`config.mk`:
```
export PLATFORM = sky130hd
export DESIGN_NAME = dual_rate_ser
export DESIGN_NICKNAME = d
export VERILOG_FILES = /design/src/rtl/dual_ser_pkg.sv /design/src/rtl/ser_rate_decode.sv /design/src/rtl/ser_pacer.sv /design/src/rtl/ser_shifter.sv /design/src/rtl/ser_line_mux.sv /design/src/rtl/dual_rate_ser.sv
export SDC_FILE = /design/constraint.sdc
export NUM_CORES = 1
export LEC_CHECK = 0
export BUFFER_PORTS_ARGS = -buffer_cell sky130_fd_sc_hd__buf_2
export CAP_MARGIN = 20
export CORE_MARGIN = 4
export CORE_UTILIZATION = 51
export DETAILED_ROUTE_END_ITERATION = 7
export GPL_TIMING_DRIVEN = 0
export HOLD_SLACK_MARGIN = 0.15
export PLACE_DENSITY = 0.72
export SYNTH_ARGS = -nofsm -noshare
export SYNTH_HDL_FRONTEND = slang
export SYNTH_SLANG_ARGS = --single-unit
```
`constraint.sdc`:
```
create_clock -name clk_i -period 1.9 [get_ports clk_i]
set_clock_uncertainty 0.2 [all_clocks]
set_input_delay 0.095 -clock clk_i [delete_from_list [all_inputs] [get_ports clk_i]]
set_output_delay 0.095 -clock clk_i [all_outputs]
set_load 0.01 [all_outputs]
```
`src/rtl/dual_ser_pkg.sv`:
```
package dual_ser_pkg;
  localparam int unsigned WORD_W_DEF = 20;
  localparam int unsigned HALF_DIV_DEF = 2;

  typedef enum logic {
    RATE_HALF = 1'b0,
    RATE_FULL = 1'b1
  } rate_e;
endpackage

```
`src/rtl/ser_rate_decode.sv`:
```
module ser_rate_decode
  import dual_ser_pkg::*;
(
  input  logic clk_i,
  input  logic rst_ni,
  input  logic sep_rate_i,
  input  logic tx_rate_i,
  input  logic rx_rate_i,
  output logic tx_full_o,
  output logic rx_full_o
);
  rate_e tx_sel, rx_sel;

  always_comb begin
    tx_sel = rate_e'(tx_rate_i);
    rx_sel = sep_rate_i ? rate_e'(rx_rate_i) : tx_sel;
  end

  assign tx_full_o = (tx_sel == RATE_FULL);
  assign rx_full_o = (rx_sel == RATE_FULL);

  AST_RATES_TIED: assert property (@(posedge clk_i) disable iff (!rst_ni)
    !sep_rate_i |-> (rx_full_o == tx_rate_i));
  AST_RATES_SPLIT: assert property (@(posedge clk_i) disable iff (!rst_ni)
    sep_rate_i |-> (rx_full_o == rx_rate_i) && (tx_full_o == tx_rate_i));
endmodule

```
`src/rtl/ser_pacer.sv`:
```
module ser_pacer #(
  parameter int unsigned HALF_DIV = 2
) (
  input  logic clk_i,
  input  logic rst_ni,
  input  logic tick_i,
  input  logic full_i,
  output logic step_o
);
  localparam int unsigned DIV_W = (HALF_DIV > 1) ? $clog2(HALF_DIV) : 1;
  localparam logic [DIV_W-1:0] DIV_LAST = DIV_W'(HALF_DIV - 1);

  logic [DIV_W-1:0] div_q;

  always_ff @(posedge clk_i or negedge rst_ni) begin
    if (!rst_ni) begin
      div_q <= '0;
    end else if (full_i) begin
      div_q <= '0;
    end else if (tick_i) begin
      div_q <= (div_q == DIV_LAST) ? '0 : div_q + 1'b1;
    end
  end

  assign step_o = tick_i & (full_i | (div_q == DIV_LAST));

  AST_HALF_SPACING: assert property (@(posedge clk_i) disable iff (!rst_ni)
    (!full_i && step_o) |=> !step_o);
  AST_STEP_NEEDS_TICK: assert property (@(posedge clk_i) disable iff (!rst_ni)
    !tick_i |-> !step_o);
endmodule

```
`src/rtl/ser_shifter.sv`:
```
module ser_shifter #(
  parameter int unsigned WORD_W = 20
) (
  input  logic              clk_i,
  input  logic              rst_ni,
  input  logic              step_i,
  input  logic              word_stb_i,
  input  logic [WORD_W-1:0] word_i,
  output logic              ser_bit_o
);
  localparam int unsigned CNT_W = $clog2(WORD_W);
  localparam logic [CNT_W-1:0] CNT_LAST = CNT_W'(WORD_W - 1);

  logic [WORD_W-1:0] hold_q, shreg_q;
  logic              hold_vld_q, active_q;
  logic [CNT_W-1:0]  cnt_q;
  logic              at_end, load;

  assign at_end = !active_q || (cnt_q == CNT_LAST);
  assign load   = step_i && at_end && hold_vld_q;

  // holding register: a fresh strobe wins over consumption on the same edge
  always_ff @(posedge clk_i or negedge rst_ni) begin
    if (!rst_ni) begin
      hold_q     <= '0;
      hold_vld_q <= 1'b0;
    end else begin
      if (load) hold_vld_q <= 1'b0;
      if (word_stb_i) begin
        hold_q     <= word_i;
        hold_vld_q <= 1'b1;
      end
    end
  end

  always_ff @(posedge clk_i or negedge rst_ni) begin
    if (!rst_ni) begin
      shreg_q  <= '0;
      cnt_q    <= '0;
      active_q <= 1'b0;
    end else if (step_i) begin
      if (at_end) begin
        cnt_q    <= '0;
        active_q <= hold_vld_q;
        shreg_q  <= hold_vld_q ? hold_q : '0;
      end else begin
        cnt_q   <= cnt_q + 1'b1;
        shreg_q <= {1'b0, shreg_q[WORD_W-1:1]};
      end
    end
  end

  assign ser_bit_o = active_q ? shreg_q[0] : 1'b1;

  AST_CNT_RANGE: assert property (@(posedge clk_i) disable iff (!rst_ni)
    cnt_q <= CNT_LAST);
  AST_STALL_HOLD: assert property (@(posedge clk_i) disable iff (!rst_ni)
    !step_i |=> $stable(shreg_q) && $stable(cnt_q) && $stable(active_q));
  AST_GAPLESS: assert property (@(posedge clk_i) disable iff (!rst_ni)
    (step_i && active_q && cnt_q == CNT_LAST && hold_vld_q) |=> active_q && cnt_q == '0);
  AST_UNDERRUN_IDLE: assert property (@(posedge clk_i) disable iff (!rst_ni)
    (step_i && at_end && !hold_vld_q) |=> ser_bit_o);
  AST_LOAD_BIT0: assert property (@(posedge clk_i) disable iff (!rst_ni)
    load |=> ser_bit_o == $past(hold_q[0]));
endmodule

```
`src/rtl/ser_line_mux.sv`:
```
module ser_line_mux (
  input  logic clk_i,
  input  logic rst_ni,
  input  logic wrap_i,
  input  logic ser_bit_i,
  output logic tx_p_o,
  output logic tx_n_o,
  output logic loop_o
);
  always_comb begin
    if (wrap_i) begin
      tx_p_o = 1'b1;
      tx_n_o = 1'b0;
      loop_o = ser_bit_i;
    end else begin
      tx_p_o = ser_bit_i;
      tx_n_o = ~ser_bit_i;
      loop_o = 1'b1;
    end
  end

  AST_LINE_COMPLEMENT: assert property (@(posedge clk_i) disable iff (!rst_ni)
    !wrap_i |-> (tx_p_o != tx_n_o) && loop_o);
endmodule

```
`src/rtl/dual_rate_ser.sv`:
```
module dual_rate_ser
  import dual_ser_pkg::*;
#(
  parameter int unsigned WORD_W   = WORD_W_DEF,
  parameter int unsigned HALF_DIV = HALF_DIV_DEF
) (
  input  logic              clk_i,
  input  logic              rst_ni,
  input  logic              tick_i,
  input  logic              word_stb_i,
  input  logic [WORD_W-1:0] word_i,
  input  logic              wrap_i,
  input  logic              sep_rate_i,
  input  logic              tx_rate_i,
  input  logic              rx_rate_i,
  output logic              tx_p_o,
  output logic              tx_n_o,
  output logic              loop_o,
  output logic              tx_full_o,
  output logic              rx_full_o
);
  logic step, ser_bit;

  ser_rate_decode u_decode (
    .clk_i      (clk_i),
    .rst_ni     (rst_ni),
    .sep_rate_i (sep_rate_i),
    .tx_rate_i  (tx_rate_i),
    .rx_rate_i  (rx_rate_i),
    .tx_full_o  (tx_full_o),
    .rx_full_o  (rx_full_o)
  );

  ser_pacer #(.HALF_DIV(HALF_DIV)) u_pacer (
    .clk_i  (clk_i),
    .rst_ni (rst_ni),
    .tick_i (tick_i),
    .full_i (tx_full_o),
    .step_o (step)
  );

  ser_shifter #(.WORD_W(WORD_W)) u_shifter (
    .clk_i      (clk_i),
    .rst_ni     (rst_ni),
    .step_i     (step),
    .word_stb_i (word_stb_i),
    .word_i     (word_i),
    .ser_bit_o  (ser_bit)
  );

  ser_line_mux u_mux (
    .clk_i     (clk_i),
    .rst_ni    (rst_ni),
    .wrap_i    (wrap_i),
    .ser_bit_i (ser_bit),
    .tx_p_o    (tx_p_o),
    .tx_n_o    (tx_n_o),
    .loop_o    (loop_o)
  );

  AST_WRAP_LOOP: assert property (@(posedge clk_i) disable iff (!rst_ni)
    wrap_i |-> tx_p_o && !tx_n_o && (loop_o == ser_bit));
  AST_FULL_STEP: assert property (@(posedge clk_i) disable iff (!rst_ni)
    (tick_i && tx_full_o) |-> step);
endmodule

```
==> metrics.txt, run 1 <==
Vias/cell 5.54; WL per Instance 15.1 um; pwr/cell area 965 nW/um^2; root buffer cell clkbuf_8; M1 wire length 2530 um; Slowest cell on crit path dlygate4sd3_1; share of post-route cells with drive strength above 1 25.8%; share of the synthesized area in the top cell type 51.8%; area leader, netlist dfrtp_1; die width 75.5 um; Most used DFF post-synth dfrtp_1; Layout Nets 330; Mapped Nets 254; post-layout util 69.5%; ys async rst share 100%; post-CTS setup buffer count 0; Startpoint Class primary input; EDFF count, synth 0; Pleak 1.43 nW; Clock Latency Late Sink 0.30 ns; met3 wire len 132 um; crit path kind primary input to flop; most common cell after layout, fill and taps aside dfrtp_1; number of max-cap violations 0; Die ar. 5690 um^2; TNS Setup 0 ns; TritonRoute pass-1 iters 4; Hold/Removal Path Class primary input to output port; clock tree buffer depth 2; synth warn 0; Antenna diodes 0; Reg clk slew, reported paths 0.08 ns; DP HPWL 3200 um; core area 4380 um^2; Arrival @ worst endpoint 1.84 ns; Gate Count Post-Synth 225; most frequent cells in the layout dfrtp_1 (48), nand2_1 (45), buf_2 (37), dlygate4sd3_1 (37); Via Count 1,962; IO buf count 32; register area share after synthesis 51.8%; Rows 24; fmax 0.536 GHz; Synth-to-Final Area Change 31.4%; CTS sink count 48; GRT Residual Overflow 0; worst vdd ir 536 uV; CP max FO 12; Die Y 75.5 um; synthesized area per cell 10.3 um^2; worst slew pin tran 0.499 ns; minimum clock period after layout 1.87 ns; CP max stage delay 0.57 ns; data required time at the worst endpoint 1.88 ns; setup violators final 0; FF+latch count, synth 48; top sig layer met4; Tcrit/Tclk final 98.2%; Starting Density 52.9%; final hold vios 0; first-pass GRT wire length 9190 um; Final Max Tran Viols 0; ANT nets after route 0; DRT Wirelength 5350 um; Crit. End Element flop; dominant cells by area after synthesis dfrtp_1 (52%), mux2_2 (11%), nand2_1 (7.3%), a211o_1 (7.2%), nand4_1 (5.1%); Crit path top cell by count dlygate4sd3_1; GRT Total Usage 21.4%; antenna violations before repair 0; number of global-route vias before repair 1,912; status complete, no violations; CTS tree yes; Iteration-0 DRC Markers 103; CTS H-tree depth 2; Netlist Area Pre-Place 2320 um^2; Top-Level Pins 33; Slew headroom 66.7%; DR DRC count 0; RD Place Congestion 0.766; total CTS buffers 5; worst path cell trace dlygate4sd3_1, buf_2, mux2_2, dlygate4sd3_1; RSZ-0062 raised after global routing true; WL met2 2580 um; largest net degree at the start of global routing 49; Synth cell types 33
==> cell usage after synthesis, types with 3 or more instances <==
cell type,instances
dfrtp_1,48
nand2_1,45
mux2_2,22
nand3_1,22
a211o_1,19
nand4_1,19
buf_2,7
clkbuf_1,7
o21ai_0,4
buf_1,3
buf_4,3
==> worst paths after layout <==
kind	startpoint	endpoint	slack, ns	cells past startpoint
min	wrap_i	loop_o	0.27	3
min reg2reg	u_shifter.shreg_q[10]$_DFFE_PN0N_	u_shifter.shreg_q[10]$_DFFE_PN0N_	0.28	2
max	word_stb_i	u_shifter.hold_q[17]$_DFFE_PN0P_	0.03	4
min in group asynchronous	rst_ni	u_shifter.cnt_q[4]$_DFFE_PN0N_	0.61	3
max reg2reg	u_shifter.cnt_q[0]$_DFFE_PN0N_	u_shifter.shreg_q[15]$_DFFE_PN0N_	0.18	7
max in group asynchronous	rst_ni	u_shifter.hold_q[13]$_DFFE_PN0P_	0.35	4
==> final cells by class <==
type,count,area [um^2]
Buffer,21,116
Clock buffer,6,72.6
Clock inverter,2,35.0
Fill cell,346,1340
Inverter,2,7.51
Multi-Input combinational cell,153,1000
Sequential cell,48,1200
Tap cell,52,65.1
Timing Repair Buffer,70,551
==> worst max-delay path: cells and delay by family <==
kind / cells / cell delay (ns)
buf+inv: 3 / 1.37
mux: 1 / 0.37
==> cell families after synthesis <==
kind of cell	after synthesis	share of synthesized area (%)
AO/OA/AOI/OAI	32	10.8
XOR/XNOR	1	0.377
multiplexers	22	10.7
flip-flops	48	51.8
AND/OR/NAND/NOR	97	20.4
buffers and inverters	24	5.39
adder cells (fa/ha/maj)	1	0.539
==> per-stage QoR <==
| stage | power (mW) | area, um^2 | cells | setup slack (ns) | hold slack (ns) |
|---|---|---|---|---|---|
| after floorplan | 1.91 | 2320 | 225 | 0.227 | -0.401 |
| after CTS | 2.94 | 3010 | 353 | 0.0196 | 0.271 |
| after detailed placement | 2.14 | 2550 | 309 | 0.137 | 0.114 |
| after global placement | 2.11 | 2550 | 309 | 0.135 | 0.105 |
| final | 2.94 | 3050 | 354 | 0.0343 | 0.267 |
| after global routing | 3.14 | 3050 | 354 | -0.00335 | 0.293 |
==> flip-flops by register name (all words and copies together) (netlist names) <==
register,cells
u_pacer.div_q,1
u_shifter.active_q,1
u_shifter.cnt_q,5
u_shifter.hold_q,20
u_shifter.hold_vld_q,1
u_shifter.shreg_q,20
==> power by group <==
part	switching, mW	total (mW)	internal, mW
clock network	0.339	0.730	0.391
logic	0.408	0.793	0.384
registers	0.158	1.42	1.26
total	0.906	2.94	2.04
==> per-layer routing <==
layer  vias to the layer above  track usage (%)
met5                         -                0
met4                         0             8.16
met3                         9             3.30
met2                        33             33.0
met1                       958             30.7
li1                        962                -
==> what timing repair did <==
action | CTS | global route
endpoints found under the setup margin | 0 | 15
endpoints found under the hold margin | 73 | 19
hold buffers | 36 | 1
resized for setup | 0 | 4
Note: power is estimated with default switching activity, not from simulation.
==> run 2: changes to the inputs <==
- BUFFER_PORTS_ARGS: -buffer_cell sky130_fd_sc_hd__buf_2 -> -buffer_cell sky130_fd_sc_hd__buf_4
- SYNTH_HIERARCHICAL: default -> 1
==> run 2 against run 1 <==
  * Register-to-register slack got worse by 0.03 ns
  * Sequential share of layout area grew 0.38 points
  * Clock-buffer cell count grew 1
  * Sequential cell count stayed put
  * First-iteration DRC count increased by 50%
  * Utilization is 0.66 points lower
  * Global-route usage decreased by 0.62 points
  * Combinational power fell by 26%
  * Critical path type unchanged
==> metrics.txt, run 2 <==
Vias/cell 5.75; synth warn 6; die width 75.6 um; Clock Latency Late Sink 0.30 ns; fmax 0.547 GHz; antenna violations before repair 0; GRT Total Usage 20.8%; crit path kind primary input to flop; data required time at the worst endpoint 1.89 ns; worst path cell trace dlygate4sd3_1, buf_4, buf_4, o21a_1, buf_2, buf_2, buf_4, nand4_1, o211ai_2; adder-cell share of the synthesized area 0.537%; Die Y 75.6 um; CP max FO 10; synthesized area per cell 11.5 um^2; GRT Residual Overflow 0; DP HPWL 3250 um; Iteration-0 DRC Markers 155; DR DRC count 0; RD Place Congestion 0.783; Final Max Tran Viols 0; Simple-Gate Fraction of Synth Area 19.3%; Crit path top cell by count buf_4; FF-to-FF path depth 5; post-CTS setup buffer count 0; Gate Count Post-Synth 203; DRT Wirelength 5030 um; WL per Instance 15.7 um; FF+latch count, synth 48; EDFF count, synth 0; Place WS 0.179 ns; CP max stage delay 0.54 ns; number of max-cap violations 0; Pleak 1.32 nW; CTS H-tree depth 2; ANT nets after route 0; Synth top cells by count dfrtp_1 (48), nand2b_1 (21), nand3_1 (21); largest net degree at the start of global routing 49; CTS tree yes; final hold vios 0; Most used DFF post-synth dfrtp_1; share of the synthesized area in the top cell type 51.5%; pwr/cell area 908 nW/um^2; minimum clock period after layout 1.83 ns; Arrival @ worst endpoint 1.82 ns; Hold/Removal Path Class primary input to async pin; worst slew pin tran 0.593 ns; first-pass GRT wire length 8770 um; dominant cells by area after synthesis dfrtp_1 (52%), mux2_2 (9.7%), nand2b_1 (5.6%), nand4_1 (4.8%), o211ai_2 (4.8%); Antenna diodes 0; Crit. End Element flop; Synth cell types 35; worst reg2reg path endpoint u_shifter/shreg_q[17]$_DFFE_PN0P_; Via Count 1,840; setup violators final 0; core area 4380 um^2; Rows 24; total CTS buffers 5; Slowest cell on crit path dlygate4sd3_1; Netlist Area Pre-Place 2330 um^2; XOR/XNOR share of the synthesized area 0.376%; FF-to-FF setup slack 0.15 ns; area leader, netlist dfrtp_1; main combinational cell family by area after synthesis simple AND/OR/NAND/NOR gates; RSZ-0062 raised after global routing false; Starting Density 53.2%; TritonRoute pass-1 iters 4; status complete, no violations; IO buf count 32; most common cell after layout, fill and taps aside dfrtp_1; Tcrit/Tclk final 96.3%; number of global-route vias before repair 1,824; largest registers u_shifter/hold_q: 20 flops, u_shifter/shreg_q: 20 flops, u_shifter/cnt_q: 5 flops; mux cell area share after synthesis 11.2%; ys async rst share 100%; Compound-Gate Fraction of Synth Area 12.5%; Top-Level Pins 33; Reg-to-Reg Start u_shifter/cnt_q[0]$_DFFE_PN0P_; worst vdd ir 585 uV; Mapped Nets 232; register area share after synthesis 51.5%; Final WS setup 0.0707 ns; clock tree buffer depth 2; Synth-to-Final Area Change 29.6%; most frequent cells in the layout dfrtp_1 (48), buf_4 (35), dlygate4sd3_1 (25); Reg clk slew, reported paths 0.08 ns; root buffer cell clkbuf_8; Slew headroom 60.5%; most common cell in the netlist dfrtp_1; Startpoint Class primary input; share of post-route cells with drive strength above 1 31.7%; CTS sink count 48; TNS Setup 0 ns; Layout Nets 296; Die ar. 5720 um^2
-- run 2: changes by cell type in the layout (fill, tap and decap cells not counted), sizes merged, moves of 2 or more --
cell,delta
buf,-3
dlygate4sd3,-12
o211ai,+19
nor2,+2
nand2b,+19
nand2,-40
o22ai,+3
a211o,-19
inv,+3
o21ai,-2
mux2i,+2
-- run 2: layout make-up --
class | instances | area [um^2]
Buffer | 18 | 96.3
Clock buffer | 7 | 96.3
Clock inverter | 1 | 30.0
Fill cell | 346 | 1360
Inverter | 5 | 18.8
Multi-Input combinational cell | 132 | 1020
Sequential cell | 48 | 1200
Tap cell | 52 | 65.1
Timing Repair Buffer | 57 | 490
-- run 2: how the worst max path moves through the flow --
stage	to	from	slack, ns
6_report	u_shifter/shreg_q[12]$_DFFE_PN0P_	tx_rate_i	0.07
5_1_grt	u_shifter/shreg_q[12]$_DFFE_PN0P_	tx_rate_i	0.008
4_1_cts	u_shifter/shreg_q[12]$_DFFE_PN0P_	tx_rate_i	0.05
3_5_place_dp	u_shifter/shreg_q[17]$_DFFE_PN0P_	u_shifter/cnt_q[0]$_DFFE_PN0P_	0.18
3_3_place_gp	u_shifter/shreg_q[17]$_DFFE_PN0P_	u_shifter/cnt_q[0]$_DFFE_PN0P_	0.19
2_1_floorplan	u_shifter/shreg_q[17]$_DFFE_PN0P_	u_shifter/cnt_q[0]$_DFFE_PN0P_	0.33
-- run 2: power by group --
part	leakage (nW)	internal (mW)	switching (mW)
Combinational	0.667	0.331	0.258
Clock	0.0645	0.464	0.335
Sequential	0.586	1.23	0.130
-- run 2: worst max-delay path: cells and delay by family --
family / cells / cell delay [ns]
buffers and inverters: 6 / 1.34
AND/OR/NAND/NOR: 1 / 0.12
AO/OA/AOI/OAI: 2 / 0.27
-- run 2: what timing repair did --
item,4_1_cts,5_1_grt
hold endpoints to repair,70,0
gates resized for setup,0,8
hold buffers,25,0
setup endpoints to repair,0,12
-- run 2: kinds of logic (layout without fill, tap and decap cells) --
| family | count (synthesis) | after routing |
|---|---|---|
| XOR/XNOR | 1 | 1 |
| AO/OA/AOI/OAI | 33 | 33 |
| multiplexers | 23 | 23 |
| flip-flops | 48 | 48 |
| buffers and inverters | 23 | 88 |
| AND/OR/NAND/NOR | 74 | 74 |
| adder cells (fa/ha/maj) | 1 | 1 |
-- run 2: per-layer routing --
metal / track usage, % / wire length [um]
met5: 0 / 0
met4: 8.35 / 66
met3: 5.28 / 243
met2: 33.3 / 2420
met1: 27.2 / 2300
-- run 2: through the flow --
step	cells	total power [mW]	hold WS (ns)	area, um^2	util (%)
after detailed placement	287	1.92	-0.0538	2640	60.1
after global placement	287	1.90	-0.0499	2640	60.1
after CTS	320	2.78	0.151	3010	68.7
after floorplan	203	1.73	-0.401	2330	-
after global routing	320	2.91	0.179	3020	68.9
final	320	2.74	0.133	3020	68.9
==> run 3: changes to the inputs <==
- CORE_UTILIZATION: 51 -> 40
- PLACE_DENSITY: 0.72 -> default
==> run 3 against run 2 <==
  * Clock power down 26%
  * Wire length up 3.2%
  * Non-clock buffer count up 10
  * Die area up 24%
  * Total power down 6.6%
  * Sequential power about the same
  * Critical endpoint is now u_shifter/shreg_q[11]$_DFFE_PN0P_
  * Largest cell class unchanged
  * Largest power group unchanged
  * Highest routed layer unchanged
==> metrics.txt, run 3 (synthesized netlist as in run 2, its figures left out) <==
Clock Latency Late Sink 0.29 ns; Startpoint Class primary input; CTS H-tree depth 2; Slew headroom 58.6%; Sw Share 28.5%; status complete, no violations; largest net degree at the start of global routing 49; DP HPWL 3230 um; root buffer cell clkbuf_8; total CTS buffers 5; Crit path top cell by count buf_4; number of max-cap violations 0; Int Pwr 1.83 mW; Antenna diodes 0; GRT Total Usage 15.5%; CTS tree yes; worst reg2reg path endpoint u_shifter/shreg_q[11]$_DFFE_PN0P_; RD Place Congestion 0.804; worst slew pin tran 0.621 ns; CP delay by family, top buffers and inverters; post-CTS setup buffer count 0; TritonRoute pass-1 iters 4; Pleak 1.34 nW; fmax 0.546 GHz; DR DRC count 0; CP max stage delay 0.54 ns; largest registers u_shifter/hold_q: 20 flops, u_shifter/shreg_q: 20 flops, u_shifter/cnt_q: 5 flops; Clk pwr share 22.9%; share of post-route cells with drive strength above 1 30.7%; Tcrit/Tclk final 96.4%; Worst Path Buf+Inv 6; core area 5570 um^2; data required time at the worst endpoint 1.87 ns; minimum clock period after layout 1.83 ns; most frequent cells in the layout dfrtp_1 (48), buf_4 (36), dlygate4sd3_1 (35); Vias/cell 5.26; DRT Wirelength 5190 um; Worst Setup SP tx_rate_i; crit path kind primary input to flop; IO buf count 32; CTS sink count 48; die width 84.3 um; most common cell after layout, fill and taps aside dfrtp_1; GRT Residual Overflow 0; antenna violations before repair 0; TNS Setup 0 ns; fill cell count 509; WL per Instance 14.9 um; Slowest cell on crit path dlygate4sd3_1; worst path cell trace dlygate4sd3_1, buf_4, buf_4, o21a_1, buf_2, buf_4, buf_4, nand4_1, o211ai_2; Hold/Removal Path Class primary input to async pin; setup violators final 0; Die ar. 7110 um^2; Comb pwr share 24.3%; Synth-to-Final Area Change 33.2%; worst vdd ir 526 uV; P_sw 730 uW; FF-to-FF setup slack 0.16 ns; Arrival @ worst endpoint 1.81 ns; Top-Level Pins 33; Reg-to-Reg Start u_shifter/cnt_q[0]$_DFFE_PN0P_; post-layout util 55.7%; ANT nets after route 0; Reg power frac 52.8%; RSZ-0062 raised after global routing false; Iteration-0 DRC Markers 130; first-pass GRT wire length 8960 um; pwr/cell area 826 nW/um^2; Final Max Tran Viols 0; number of global-route vias before repair 1,831; hold_ws 0.139 ns; Rows 27; FF-to-FF path depth 5; Via Count 1,835; CP max FO 10; Crit. End Element flop; Layout Nets 306; Reg clk slew, reported paths 0.09 ns; final hold vios 0; Starting Density 41.8%; clock tree buffer depth 2; Die Y 84.3 um
==> run 3: worst register-to-register path, stage by stage, from the launching register on <==
cell      delay [ns]
dfrtp_1         0.42
ha_1            0.28
and4bb_4        0.25
nor2_8          0.17
buf_6           0.20
o211ai_2        0.11
==> run 3: repair_timing <==
| action | in CTS | in global routing |
|---|---|---|
| endpoints found under the hold margin | 70 | 0 |
| hold buffers | 35 | 0 |
| setup endpoints to repair | 0 | 20 |
| gates resized for setup | 0 | 12 |
==> run 3: stage by stage <==
| step | setup slack (ns) | power, mW | instance area, um^2 | instances |
|---|---|---|---|---|
| global placement | 0.166 | 1.90 | 2660 | 307 |
| CTS | 0.0222 | 2.59 | 3090 | 349 |
| floorplan | 0.327 | 1.73 | 2330 | 203 |
| global route | 0.0133 | 2.73 | 3100 | 349 |
| detailed placement | 0.153 | 1.92 | 2660 | 307 |
| finish | 0.0680 | 2.56 | 3100 | 349 |
==> run 3: power by group through the flow <==
| stage | sequential, mW | clock (mW) | combinational [mW] |
|---|---|---|---|
| after global routing | 1.38 | 0.655 | 0.695 |
| after global placement | 1.37 | 0 | 0.535 |
| after detailed placement | 1.37 | 0 | 0.549 |
| final | 1.35 | 0.588 | 0.623 |
| after floorplan | 1.34 | 0 | 0.393 |
| after CTS | 1.35 | 0.610 | 0.624 |
==> run 3: worst max-delay path by stage <==
stage | end | slack (ns) | cells past startpoint
final | u_shifter/shreg_q[11]$_DFFE_PN0P_ | 0.07 | 9
after global routing | u_shifter/shreg_q[11]$_DFFE_PN0P_ | 0.01 | 9
after CTS | u_shifter/shreg_q[11]$_DFFE_PN0P_ | 0.02 | 8
after detailed placement | u_shifter/shreg_q[17]$_DFFE_PN0P_ | 0.15 | 5
after global placement | u_shifter/shreg_q[17]$_DFFE_PN0P_ | 0.17 | 5
after floorplan | u_shifter/shreg_q[17]$_DFFE_PN0P_ | 0.33 | 5
==> run 3: layout make-up <==
cell class	instances	area, um^2	share of cell area [%]
multi-input cells	132	1020	32.9
repair buffers	67	591	19.0
inverters	5	18.8	0.605
clock inverters	2	12.5	0.403
well taps	72	90.1	2.90
flip-flops and latches	48	1200	38.7
clock buffers	5	68.8	2.22
plain buffers	18	100	3.22
==> run 3: per-layer routing <==
layer	track usage, %	part of all wire [%]	up-vias
li1	-	-	887
met1	21.9	48	903
met2	24.4	46	43
met3	2.55	4.7	2
met4	4.75	0.85	0
met5	0	0	-
